## config.mk

```make
export PLATFORM = sky130hd
export DESIGN_NAME = intc_core
export DESIGN_NICKNAME = d
export VERILOG_FILES = /design/src/rtl/intc_pkg.sv /design/src/rtl/intc_detect.sv /design/src/rtl/intc_mask.sv /design/src/rtl/intc_pend.sv /design/src/rtl/intc_core.sv
export SDC_FILE = /design/constraint.sdc
export NUM_CORES = 1
export LEC_CHECK = 0
export BUFFER_PORTS_ARGS = -buffer_cell sky130_fd_sc_hd__buf_4
export CELL_PAD_IN_SITES_DETAIL_PLACEMENT = 1
export CELL_PAD_IN_SITES_GLOBAL_PLACEMENT = 1
export CORE_MARGIN = 10
export CORE_UTILIZATION = 33
export CTS_BUF_LIST = sky130_fd_sc_hd__clkbuf_8
export CTS_CLUSTER_DIAMETER = 50
export DETAILED_ROUTE_END_ITERATION = 6
export PLACE_DENSITY = 0.87
export SLEW_MARGIN = 0
export SYNTH_ARGS = -nofsm -noshare
export SYNTH_HDL_FRONTEND = slang
export SYNTH_HIERARCHICAL = 1
export SYNTH_SLANG_ARGS = --single-unit
```

## constraint.sdc

```tcl
create_clock -name clk -period 5.3 [get_ports clk]
set_input_delay 0.53 -clock clk [delete_from_list [all_inputs] [get_ports clk]]
set_output_delay 0.53 -clock clk [all_outputs]
set_load 0.01 [all_outputs]
```

## src/rtl/intc_pkg.sv

```systemverilog
package intc_pkg;
  localparam int unsigned MAX_LINES = 32;
  localparam int unsigned MODE_W    = 2;

  typedef enum logic [MODE_W-1:0] {
    TRIG_LVL_HI  = 2'd0,
    TRIG_LVL_LO  = 2'd1,
    TRIG_RISE    = 2'd2,
    TRIG_FALL    = 2'd3
  } trig_mode_e;
endpackage

```

## src/rtl/intc_detect.sv

```systemverilog
module intc_detect
  import intc_pkg::*;
#(
  parameter logic [MODE_W-1:0] MODE = 2'd0
) (
  input  logic clk,
  input  logic rst_n,
  input  logic line_i,
  output logic event_o
);
  localparam trig_mode_e TMODE = trig_mode_e'(MODE);
  // Inactive level is 1 for low-level and falling modes.
  localparam logic IDLE_LVL = MODE[0];

  logic hist_q;
  logic hist_d;

  always_comb begin
    hist_d = line_i;
    unique case (TMODE)
      TRIG_LVL_HI: event_o = line_i;
      TRIG_LVL_LO: event_o = ~line_i;
      TRIG_RISE:   event_o = line_i & ~hist_q;
      TRIG_FALL:   event_o = ~line_i & hist_q;
      default:     event_o = 1'b0;
    endcase
  end

  always_ff @(posedge clk or negedge rst_n) begin
    if (!rst_n) hist_q <= IDLE_LVL;
    else        hist_q <= hist_d;
  end

  generate
    if (MODE[1]) begin : g_edge_chk
      // an edge detector cannot fire on two consecutive cycles
      a_r8_single_pulse: assert property (@(posedge clk) disable iff (!rst_n)
        event_o |=> !event_o)
        else $error("edge detector fired twice in a row");
    end
  endgenerate
endmodule

```

## src/rtl/intc_mask.sv

```systemverilog
module intc_mask #(
  parameter int unsigned NUM_LINES = 32
) (
  input  logic                 clk,
  input  logic                 rst_n,
  input  logic [NUM_LINES-1:0] set_data_i,
  input  logic                 set_stb_i,
  input  logic [NUM_LINES-1:0] clr_data_i,
  input  logic                 clr_stb_i,
  output logic [NUM_LINES-1:0] mask_o
);
  logic [NUM_LINES-1:0] mask_q;
  logic [NUM_LINES-1:0] mask_d;
  logic                 mask_en;
  logic [NUM_LINES-1:0] set_bits;
  logic [NUM_LINES-1:0] clr_bits;

  always_comb begin
    set_bits = set_stb_i ? set_data_i : '0;
    clr_bits = clr_stb_i ? clr_data_i : '0;
    mask_en  = set_stb_i | clr_stb_i;
    // clear is applied last so it wins over a same-cycle set
    mask_d   = (mask_q | set_bits) & ~clr_bits;
  end

  always_ff @(posedge clk or negedge rst_n) begin
    if (!rst_n)       mask_q <= '0;
    else if (mask_en) mask_q <= mask_d;
  end

  assign mask_o = mask_q;

  a_r2_set_takes: assert property (@(posedge clk) disable iff (!rst_n)
    (set_stb_i && !clr_stb_i) |=> ((mask_q & $past(set_data_i)) == $past(set_data_i)))
    else $error("enable-set bit not applied");

  a_r3_clr_takes: assert property (@(posedge clk) disable iff (!rst_n)
    clr_stb_i |=> ((mask_q & $past(clr_data_i)) == '0))
    else $error("enable-clear bit not applied");

  a_r2_idle_hold: assert property (@(posedge clk) disable iff (!rst_n)
    (!set_stb_i && !clr_stb_i) |=> $stable(mask_q))
    else $error("mask changed without a strobe");
endmodule

```

## src/rtl/intc_pend.sv

```systemverilog
module intc_pend #(
  parameter int unsigned NUM_LINES = 32
) (
  input  logic                 clk,
  input  logic                 rst_n,
  input  logic [NUM_LINES-1:0] event_i,
  input  logic [NUM_LINES-1:0] mask_i,
  input  logic [NUM_LINES-1:0] ack_data_i,
  input  logic                 ack_stb_i,
  output logic [NUM_LINES-1:0] pend_o,
  output logic                 irq_o
);
  logic [NUM_LINES-1:0] pend_q;
  logic [NUM_LINES-1:0] pend_d;
  logic [NUM_LINES-1:0] hit;
  logic [NUM_LINES-1:0] ack_bits;
  logic                 pend_en;
  logic                 irq_q;
  logic                 irq_d;

  always_comb begin
    hit      = event_i & mask_i;
    ack_bits = ack_stb_i ? ack_data_i : '0;
    pend_en  = ack_stb_i | (|hit);
    // new events are merged after the acknowledge so they win
    pend_d   = (pend_q & ~ack_bits) | hit;
    irq_d    = |(pend_q & mask_i);
  end

  always_ff @(posedge clk or negedge rst_n) begin
    if (!rst_n)       pend_q <= '0;
    else if (pend_en) pend_q <= pend_d;
  end

  always_ff @(posedge clk or negedge rst_n) begin
    if (!rst_n) irq_q <= 1'b0;
    else        irq_q <= irq_d;
  end

  assign pend_o = pend_q;
  assign irq_o  = irq_q;

  a_r5_no_masked_set: assert property (@(posedge clk) disable iff (!rst_n)
    1'b1 |=> ((pend_q & ~$past(pend_q) & ~$past(mask_i)) == '0))
    else $error("pending bit set on a disabled line");

  a_r10_ack_clears: assert property (@(posedge clk) disable iff (!rst_n)
    ack_stb_i |=> ((pend_q & $past(ack_data_i) & ~$past(event_i & mask_i)) == '0))
    else $error("acknowledged bit still pending");

  a_r11_event_wins: assert property (@(posedge clk) disable iff (!rst_n)
    1'b1 |=> ((pend_q & $past(event_i & mask_i)) == $past(event_i & mask_i)))
    else $error("enabled event lost");
endmodule

```

## src/rtl/intc_core.sv

```systemverilog
module intc_core
  import intc_pkg::*;
#(
  parameter int unsigned NUM_LINES = 32,
  parameter logic [MAX_LINES*MODE_W-1:0] LINE_MODES = '0
) (
  input  logic                 clk,
  input  logic                 rst_n,
  input  logic [NUM_LINES-1:0] irq_lines_i,
  input  logic [NUM_LINES-1:0] en_set_data_i,
  input  logic                 en_set_stb_i,
  input  logic [NUM_LINES-1:0] en_clr_data_i,
  input  logic                 en_clr_stb_i,
  input  logic [NUM_LINES-1:0] ack_data_i,
  input  logic                 ack_stb_i,
  output logic [NUM_LINES-1:0] mask_o,
  output logic [NUM_LINES-1:0] status_o,
  output logic                 irq_o
);
  localparam int unsigned SYNC_STAGES = 2;

  initial begin
    if (NUM_LINES < 1 || NUM_LINES > MAX_LINES)
      $error("NUM_LINES out of range");
  end

  // reset: asserted asynchronously, released on the clock
  logic [SYNC_STAGES-1:0] rst_pipe_q;
  logic                   rst_int_n;

  always_ff @(posedge clk or negedge rst_n) begin
    if (!rst_n) rst_pipe_q <= '0;
    else        rst_pipe_q <= {rst_pipe_q[SYNC_STAGES-2:0], 1'b1};
  end
  assign rst_int_n = rst_pipe_q[SYNC_STAGES-1];

  logic [NUM_LINES-1:0] events;
  logic [NUM_LINES-1:0] mask;

  generate
    for (genvar gi = 0; gi < NUM_LINES; gi++) begin : g_line
      intc_detect #(
        .MODE (LINE_MODES[gi*MODE_W +: MODE_W])
      ) u_det (
        .clk     (clk),
        .rst_n   (rst_int_n),
        .line_i  (irq_lines_i[gi]),
        .event_o (events[gi])
      );
    end
  endgenerate

  intc_mask #(.NUM_LINES(NUM_LINES)) u_mask (
    .clk        (clk),
    .rst_n      (rst_int_n),
    .set_data_i (en_set_data_i),
    .set_stb_i  (en_set_stb_i),
    .clr_data_i (en_clr_data_i),
    .clr_stb_i  (en_clr_stb_i),
    .mask_o     (mask)
  );

  intc_pend #(.NUM_LINES(NUM_LINES)) u_pend (
    .clk        (clk),
    .rst_n      (rst_int_n),
    .event_i    (events),
    .mask_i     (mask),
    .ack_data_i (ack_data_i),
    .ack_stb_i  (ack_stb_i),
    .pend_o     (status_o),
    .irq_o      (irq_o)
  );

  assign mask_o = mask;

  a_r12_out_follows: assert property (@(posedge clk) disable iff (!rst_int_n)
    1'b1 |=> (irq_o == $past(|(status_o & mask_o))))
    else $error("combined output does not follow status and mask");

  a_r1_reset_quiet: assert property (@(posedge clk)
    !rst_int_n |-> (mask_o == '0 && status_o == '0 && !irq_o))
    else $error("state not cleared in reset");
endmodule

```

======== Word-level counts from Yosys, hierarchy flattened ========
Cells that the tools add are included.
word-level totals
  bits in registers ....................... 67
  input bits .............................. 133
  output and inout port bits .............. 65
  logic and storage cells ................. 19
operators by class
  muxes and demuxes ....................... 3
  bitwise gates (word level) .............. 10
  reductions and logical operators ........ 2
operator list
  kind               number
  $and A32 B32 Y32   4
  $mux W32           3
  $not A32 Y32       2
  $or A32 B32 Y32    2
  $reduce_or A32 Y1  2
  $or A1 B1 Y1       2

======== Depth between registers and ports, before layout ========
Gate-level depths: netlist of run 1.
  depth after elaboration ................. 4
  depth in mapped cells ................... 3
  mapped depth without buffers ............ 3

======== Cells and area by module ========
Netlist of run 1, hierarchy kept.
by module, submodules not included
  module       times used  cells each  area each (um2)  seq. area each (um2)
  intc_pend    1           121         1396.3           825.8
  intc_mask    1           102         1169.9           800.8
  intc_detect  32          1           7.5              0.0
  intc_core    1           3           53.8             50.0

======== Least setup slack after synthesis of run 1 ========
Ideal clock, no wire load.
  path type ............................... reg2reg
  from .................................... register u_mask.mask_q[23], in the netlist u_mask/mask_o[23]
  to ...................................... register u_pend.irq_q, in the netlist u_pend/irq_o
  setup time .............................. 138 ps
  arrival time ............................ 1190 ps
  data required time ...................... 5162 ps
  path slack .............................. 3972 ps
  cell stages (with the launch flop) ...... 4
  buffers on the path ..................... 0
  period minus slack after synthesis ...... 1328 ps
  path through ............................ dfrtp_1 -> a22oi_1 -> nand4_1 -> or4_1
between the ends
  longest elaborated chain between the ends .. 2
RTL lines
  element                 line             source
  start, declared         intc_mask.sv:12  logic [NUM_LINES-1:0] mask_q;
  start signal, assigned  intc_mask.sv:28  else if (mask_en) mask_q <= mask_d;
  $and A32 B32 Y32        intc_pend.sv:27  irq_d = |(pend_q & mask_i);
  $reduce_or A32 Y1       intc_pend.sv:27
  via u_pend.irq_d        intc_pend.sv:19  logic irq_d;
  end signal, assigned    intc_pend.sv:37  else irq_q <= irq_d;
  end, declared           intc_pend.sv:18  logic irq_q;
The timed path passes the listed nets, and every way through them passes these cells.
A chain may end at the register's enable or synchronous reset.

======== Final worst setup path of run 1 ========
  from .................................... register u_mask.mask_q[31], in the netlist u_mask/mask_o[31]
  to ...................................... output port mask_o[31]
RTL lines
  element        line             source
  end, declared  intc_core.sv:16  output logic [NUM_LINES-1:0] mask_o,
No word-level cell between the ends.

==> flow_summary.toml, run 1 <==
[status]
status = "finished, final reports clean"

[floorplanning]
die_area_sq_um = 12800
rows = 33
die_x_microns = 113
die_h_microns = 113
start_util_pct = 34.3
core_sq_um = 8340
ios = 198

[layout]
final_cell_mix = "buf_4 (198), dfrtp_1 (66), a21oi_1 (64)"
final_common_cell = "buf_4"
final_nets = 560
fill_cells = 961
drive_gt1_share_pct = 50.2
antenna_cells = 0
synthToLayoutAreaGrowth_pct = 52.7

[drt]
post_drt_via_cell_ratio = 5.13
drt-initial-drc-count = 78
drc = 0
vias = 2755
drtPass1Iterations = 4
ant_nets = 0
wl_per_cell_microns = 21.8
wl_microns = 11700

[yosys]
yosys-top-cells-area = "dfrtp_1 (59%), a21oi_1 (11%), a22o_1 (9.5%)"
synth_mux_area_share_pct = 0
synth-simple-area-share_pct = 5.34
syn_area_per_cell_sq_um = 11.1
ys_warn_count = 6
synth_xor_area_share_pct = 0
ys_ff_latch = 67
synth_top_area_share_pct = 58.6
synthCells = 258
syn_nets = 391
syn_area_sq_um = 2860
synth_cell_types = 14
yosys.area.top_type = "dfrtp_1"
synth_top_family_by_area = "compound AO/OA/AOI/OAI gates"
synth-seq-area-share_pct = 58.6
synth_compound_gate_area_share_pct = 25.4
synthAdderAreaFrac_pct = 0

[sta]
slew_headroom_pct = 52.2
period_needed_ns = 1.50
rsz0062_at_grt = "false"
worstMarginPinSlew_ns = 0.717
fmax_ghz = 0.668
setup_violations = 0
clock_skew_ns = 0.0109
maxSlewViolCount = 0
hold_violations = 0
tns_ns = 0
whs_ns = 0.323
layout_worst_path_cycle_share_pct = 28.2

[place]
io_buffers = 197
place_congestion = 0.826
hpwl_microns = 9280

[clocking]
clkSlewWorstSetupHoldPaths_ns = 0.08
cts-root-buf = "clkbuf_8"
clkLatencyLatePin_ns = 0.34
cts.sinks = 67
clk_path_buf_depth = 2
numCtsBuffers = 9
cts_tree = "done"
post-cts-setup-buffers = 0
cts_max_level = 3

[critical_path]
critPathLaunchType = "register"
reg2reg_depth = 3
cp_max_fo = 4
setup.worst_path.class = "register to output port"
max_stage_delay_ns = 0.45
cpLargestDelayFamily = "flip-flops"
r2r_slack_ns = 3.81
crit_path_end_kind = "output port"
crit_arrival_ns = 0.97
worstPathRequired_ns = 4.77
worstSetupPathDepth = 1
cp_slowest_cell = "dfrtp_1"
crit_chain = "buf_4"
crit_buf_inv = 1

[global_route]
grt_pass1_wl_microns = 17900
antenna_found_initial = 0
grt_pass1_vias = 3256
track_usage_pct = 17.8
grt_max_degree = 35
grt-ovfl-total = 0

[flow_run]
maxCapViolations = 0

[pwr]
irDropWorstVdd_v = 0.000125
pwr_density_cell_nw_per_um2 = 321
leakage_nw = 2.20
total_power_mw = 1.40

[hold_path]
min_path_type = "register to asynchronous set/reset pin"
==> metrics by stage <==
step           cell area (sq um)  instances  util (%)  worst slack, ns
2_1_floorplan               2860        258         -             3.30
3_3_place_gp                4180        520      50.1             3.86
3_5_place_dp                4180        520      50.1             3.83
4_1_cts                     4370        537      52.4             3.78
5_1_grt                     4370        537      52.4             3.71
6_report                    4370        537      52.4             3.80
==> where the power goes <==
group	switching, mW	internal, mW
registers	0.0766	0.581
logic	0.149	0.205
clock network	0.196	0.192
==> worst reg2reg max path, cell delays in order, from the launching register on <==
cell     delay, ns
dfrtp_1       0.41
a22oi_1       0.27
nand4_1       0.15
or4_1         0.52
==> layer usage <==
metal	up-vias	GRT usage [%]	wire length (microns)
li1	1251	-	-
met1	1336	18.0	4170
met2	140	31.2	6090
met3	28	7.29	1080
met4	0	8.46	382
met5	-	0	0
==> kinds of logic after synthesis <==
kind of cell | after synthesis
simple gates | 37
buf+inv | 41
compound gates | 112
flops | 67
other cells | 1
==> path summary, 6_finish.rpt <==
| check | to | start |
|---|---|---|
| min in group clk | u_mask/mask_o[11] | en_clr_data_i[11] |
| hold reg to reg | u_mask/mask_o[15] | rst_pipe_q[1] |
| hold / removal | u_mask/mask_o[15] | rst_pipe_q[1] |
| max in group asynchronous | u_pend/pend_o[23] | rst_pipe_q[1] |
| setup / recovery | mask_o[31] | u_mask/mask_o[31] |
| setup reg to reg | u_pend/irq_o | u_mask/mask_o[21] |
==> repair_timing <==
action | CTS | global route
hold endpoints to repair | 2 | 0
hold buffers | 1 | 0
resized for setup | 0 | 0
==> cell usage after synthesis <==
cell type,number
buf_4,32
a22oi_1,15
nand4_1,4
conb_1,1
dfrtp_1,67
a22o_1,31
or4_1,1
a22oi_2,1
clkbuf_1,3
buf_2,3
a22o_2,1
buf_6,3
nand2_1,32
a21oi_1,64
==> flip-flops by register name, summed over array words and instances, names as in the netlist <==
name           count
rst_pipe_q         2
u_mask/mask_o     32
u_pend/irq_o       1
u_pend/pend_o     32
==> final cells by class <==
class | count | area [sq um] | share of cell area (%)
multi-input cells | 150 | 883 | 20.2
well taps | 105 | 131 | 3.01
flip-flops and latches | 67 | 1680 | 38.4
repair buffers | 199 | 1500 | 34.3
clock inverters | 5 | 27.5 | 0.630
clock buffers | 11 | 151 | 3.47
Note: power is estimated with default switching activity, not from simulation.
==> inputs of run 2 (changes only) <==
--- a/config.mk
+++ b/config.mk
@@ -9,11 +9,11 @@
 export CELL_PAD_IN_SITES_DETAIL_PLACEMENT = 1
 export CELL_PAD_IN_SITES_GLOBAL_PLACEMENT = 1
 export CORE_MARGIN = 10
-export CORE_UTILIZATION = 33
+export CORE_UTILIZATION = 27
 export CTS_BUF_LIST = sky130_fd_sc_hd__clkbuf_8
 export CTS_CLUSTER_DIAMETER = 50
 export DETAILED_ROUTE_END_ITERATION = 6
-export PLACE_DENSITY = 0.87
+export PLACE_DENSITY = 0.76
 export SLEW_MARGIN = 0
 export SYNTH_ARGS = -nofsm -noshare
 export SYNTH_HDL_FRONTEND = slang
==> constraint.sdc (replaced) <==
create_clock -name clk -period 1.33 [get_ports clk]
set_input_delay 0.133 -clock clk [delete_from_list [all_inputs] [get_ports clk]]
set_output_delay 0.133 -clock clk [all_outputs]
set_load 0.01 [all_outputs]
==> flow_summary.toml, run 2 (synthesis results as in run 1) <==
[status]
failed_checks = "negative setup slack"
status = "finished, violations left"

[critical_path]
worstPathRequired_ns = 1.52
crit_path_end_kind = "register"
r2r_slack_ns = -0.05
crit_arrival_ns = 1.58
cp_max_fo = 2
setup.worst_path.class = "register to register"
critPathLaunchType = "register"

[floorplanning]
die_h_microns = 123
die_x_microns = 123
ios = 198
start_util_pct = 27.7
core_sq_um = 10300
die_area_sq_um = 15100
rows = 37

[sta]
setup_violations = 1
hold_violations = 0
tns_ns = -0.0543
period_needed_ns = 1.38
rsz0062_at_grt = "true"
setup_ws_ns = -0.0543
maxSlewViolCount = 0
fmax_ghz = 0.722
layout_worst_path_cycle_share_pct = 104
clock_skew_ns = 0.00695

[place]
place_congestion = 0.817
dpl.cell_count = 616
io_buffers = 197
hpwl_microns = 9770

[clocking]
numCtsBuffers = 9
cts.sinks = 67
cts-root-buf = "clkbuf_8"
cts_tree = "done"
post-cts-setup-buffers = 0
cts_max_level = 3
clkSlewWorstSetupHoldPaths_ns = 0.07
clk_path_buf_depth = 2
clkLatencyLatePin_ns = 0.32

[layout]
final_common_cell = "buf_4"
antenna_cells = 0
instances_no_fill = 665
drive_gt1_share_pct = 53.9
final_cell_mix = "buf_4 (263), dfrtp_1 (66), a21oi_1 (64)"
final_nets = 657
synthToLayoutAreaGrowth_pct = 84.0

[global_route]
grt-ovfl-total = 0
antenna_found_initial = 0
grt_max_degree = 34
grt_pass1_wl_microns = 19700
track_usage_pct = 16.6
grt_pass1_vias = 3785

[drt]
wl_microns = 12700
wl_per_cell_microns = 19.1
ant_nets = 0
post_drt_via_cell_ratio = 4.62
vias = 3075
drt-initial-drc-count = 56
drtPass1Iterations = 4
drc = 0

[pwr]
pwr_density_cell_nw_per_um2 = 1200
irDropWorstVdd_v = 0.000667
leakage_nw = 2.67

[flow_run]
maxCapViolations = 0

[hold_path]
min_path_type = "primary input to register"
## run 2: cell types whose count changed in the layout (fill, tap and decap cells not counted)
| cell | delta |
|---|---|
| clkinv_2 | -2 |
| dlygate4sd3_1 | +32 |
| a22oi_2 | +3 |
| clkbuf_8 | +1 |
| buf_4 | +65 |
| a22oi_1 | -3 |
| bufinv_16 | +1 |
## run 2: worst paths after layout
kind                            depth (start not counted)               from                 to
worst min-delay path                                    2     irq_lines_i[4]   u_pend/pend_o[4]
max in group asynchronous                               1      rst_pipe_q[1]  u_pend/pend_o[14]
worst max-delay path                                    3  u_pend/pend_o[25]       u_pend/irq_o
worst min register to register                          1      rst_pipe_q[1]   u_pend/pend_o[8]
worst max register to register                          3  u_pend/pend_o[25]       u_pend/irq_o
min in group asynchronous                               2              rst_n      rst_pipe_q[0]
## run 2: worst max-delay path, stage by stage (launching register included)
cell,delay (ns)
dfrtp_1,0.39
a22oi_2,0.23
nand4_1,0.13
or4_1,0.51
## run 2: power by group
group / switching (mW) / internal [mW] / total [mW]
Sequential: 0.162 / 2.32 / 2.48
Combinational: 0.844 / 1.22 / 2.07
Clock: 0.747 / 1.01 / 1.76
## run 2: final cells by class
class | instances | area, sq um
sequential | 67 | 1680
multi-input combinational | 150 | 898
fill | 1155 | 5060
timing repair buffer | 296 | 2300
tap | 136 | 170
clock buffer | 12 | 165
clock inverter | 4 | 47.5
## run 2: what timing repair did
action,4_1_cts,5_1_grt
hold endpoints to repair,34,0
cloned,0,0
endpoints found under the setup margin,1,1
gates resized for setup,2,1
hold buffers,33,0
pin swaps,4,0
## run 2: stage by stage
| step | worst slack (ns) | area [sq um] | hold slack (ns) | utilization (%) | total power, mW |
|---|---|---|---|---|---|
| 2_1_floorplan | 0.00174 | 2860 | -0.163 | - | 3.18 |
| 3_3_place_gp | -0.0834 | 4710 | -0.0831 | 45.6 | 4.44 |
| 3_5_place_dp | -0.141 | 4710 | -0.0806 | 45.6 | 4.51 |
| 4_1_cts | -0.0842 | 5260 | 0.00548 | 50.9 | 6.38 |
| 5_1_grt | -0.141 | 5260 | 0.00686 | 51.0 | 6.69 |
| 6_report | -0.0543 | 5260 | 0.0256 | 51.0 | 6.31 |
## run 2: per-layer routing
metal	track usage [%]	wire [microns]	part of all wire, %
met5	0	0	0
met4	5.45	295	2.3
met3	6.47	1140	9.0
met2	30.6	6720	53
met1	16.7	4540	36
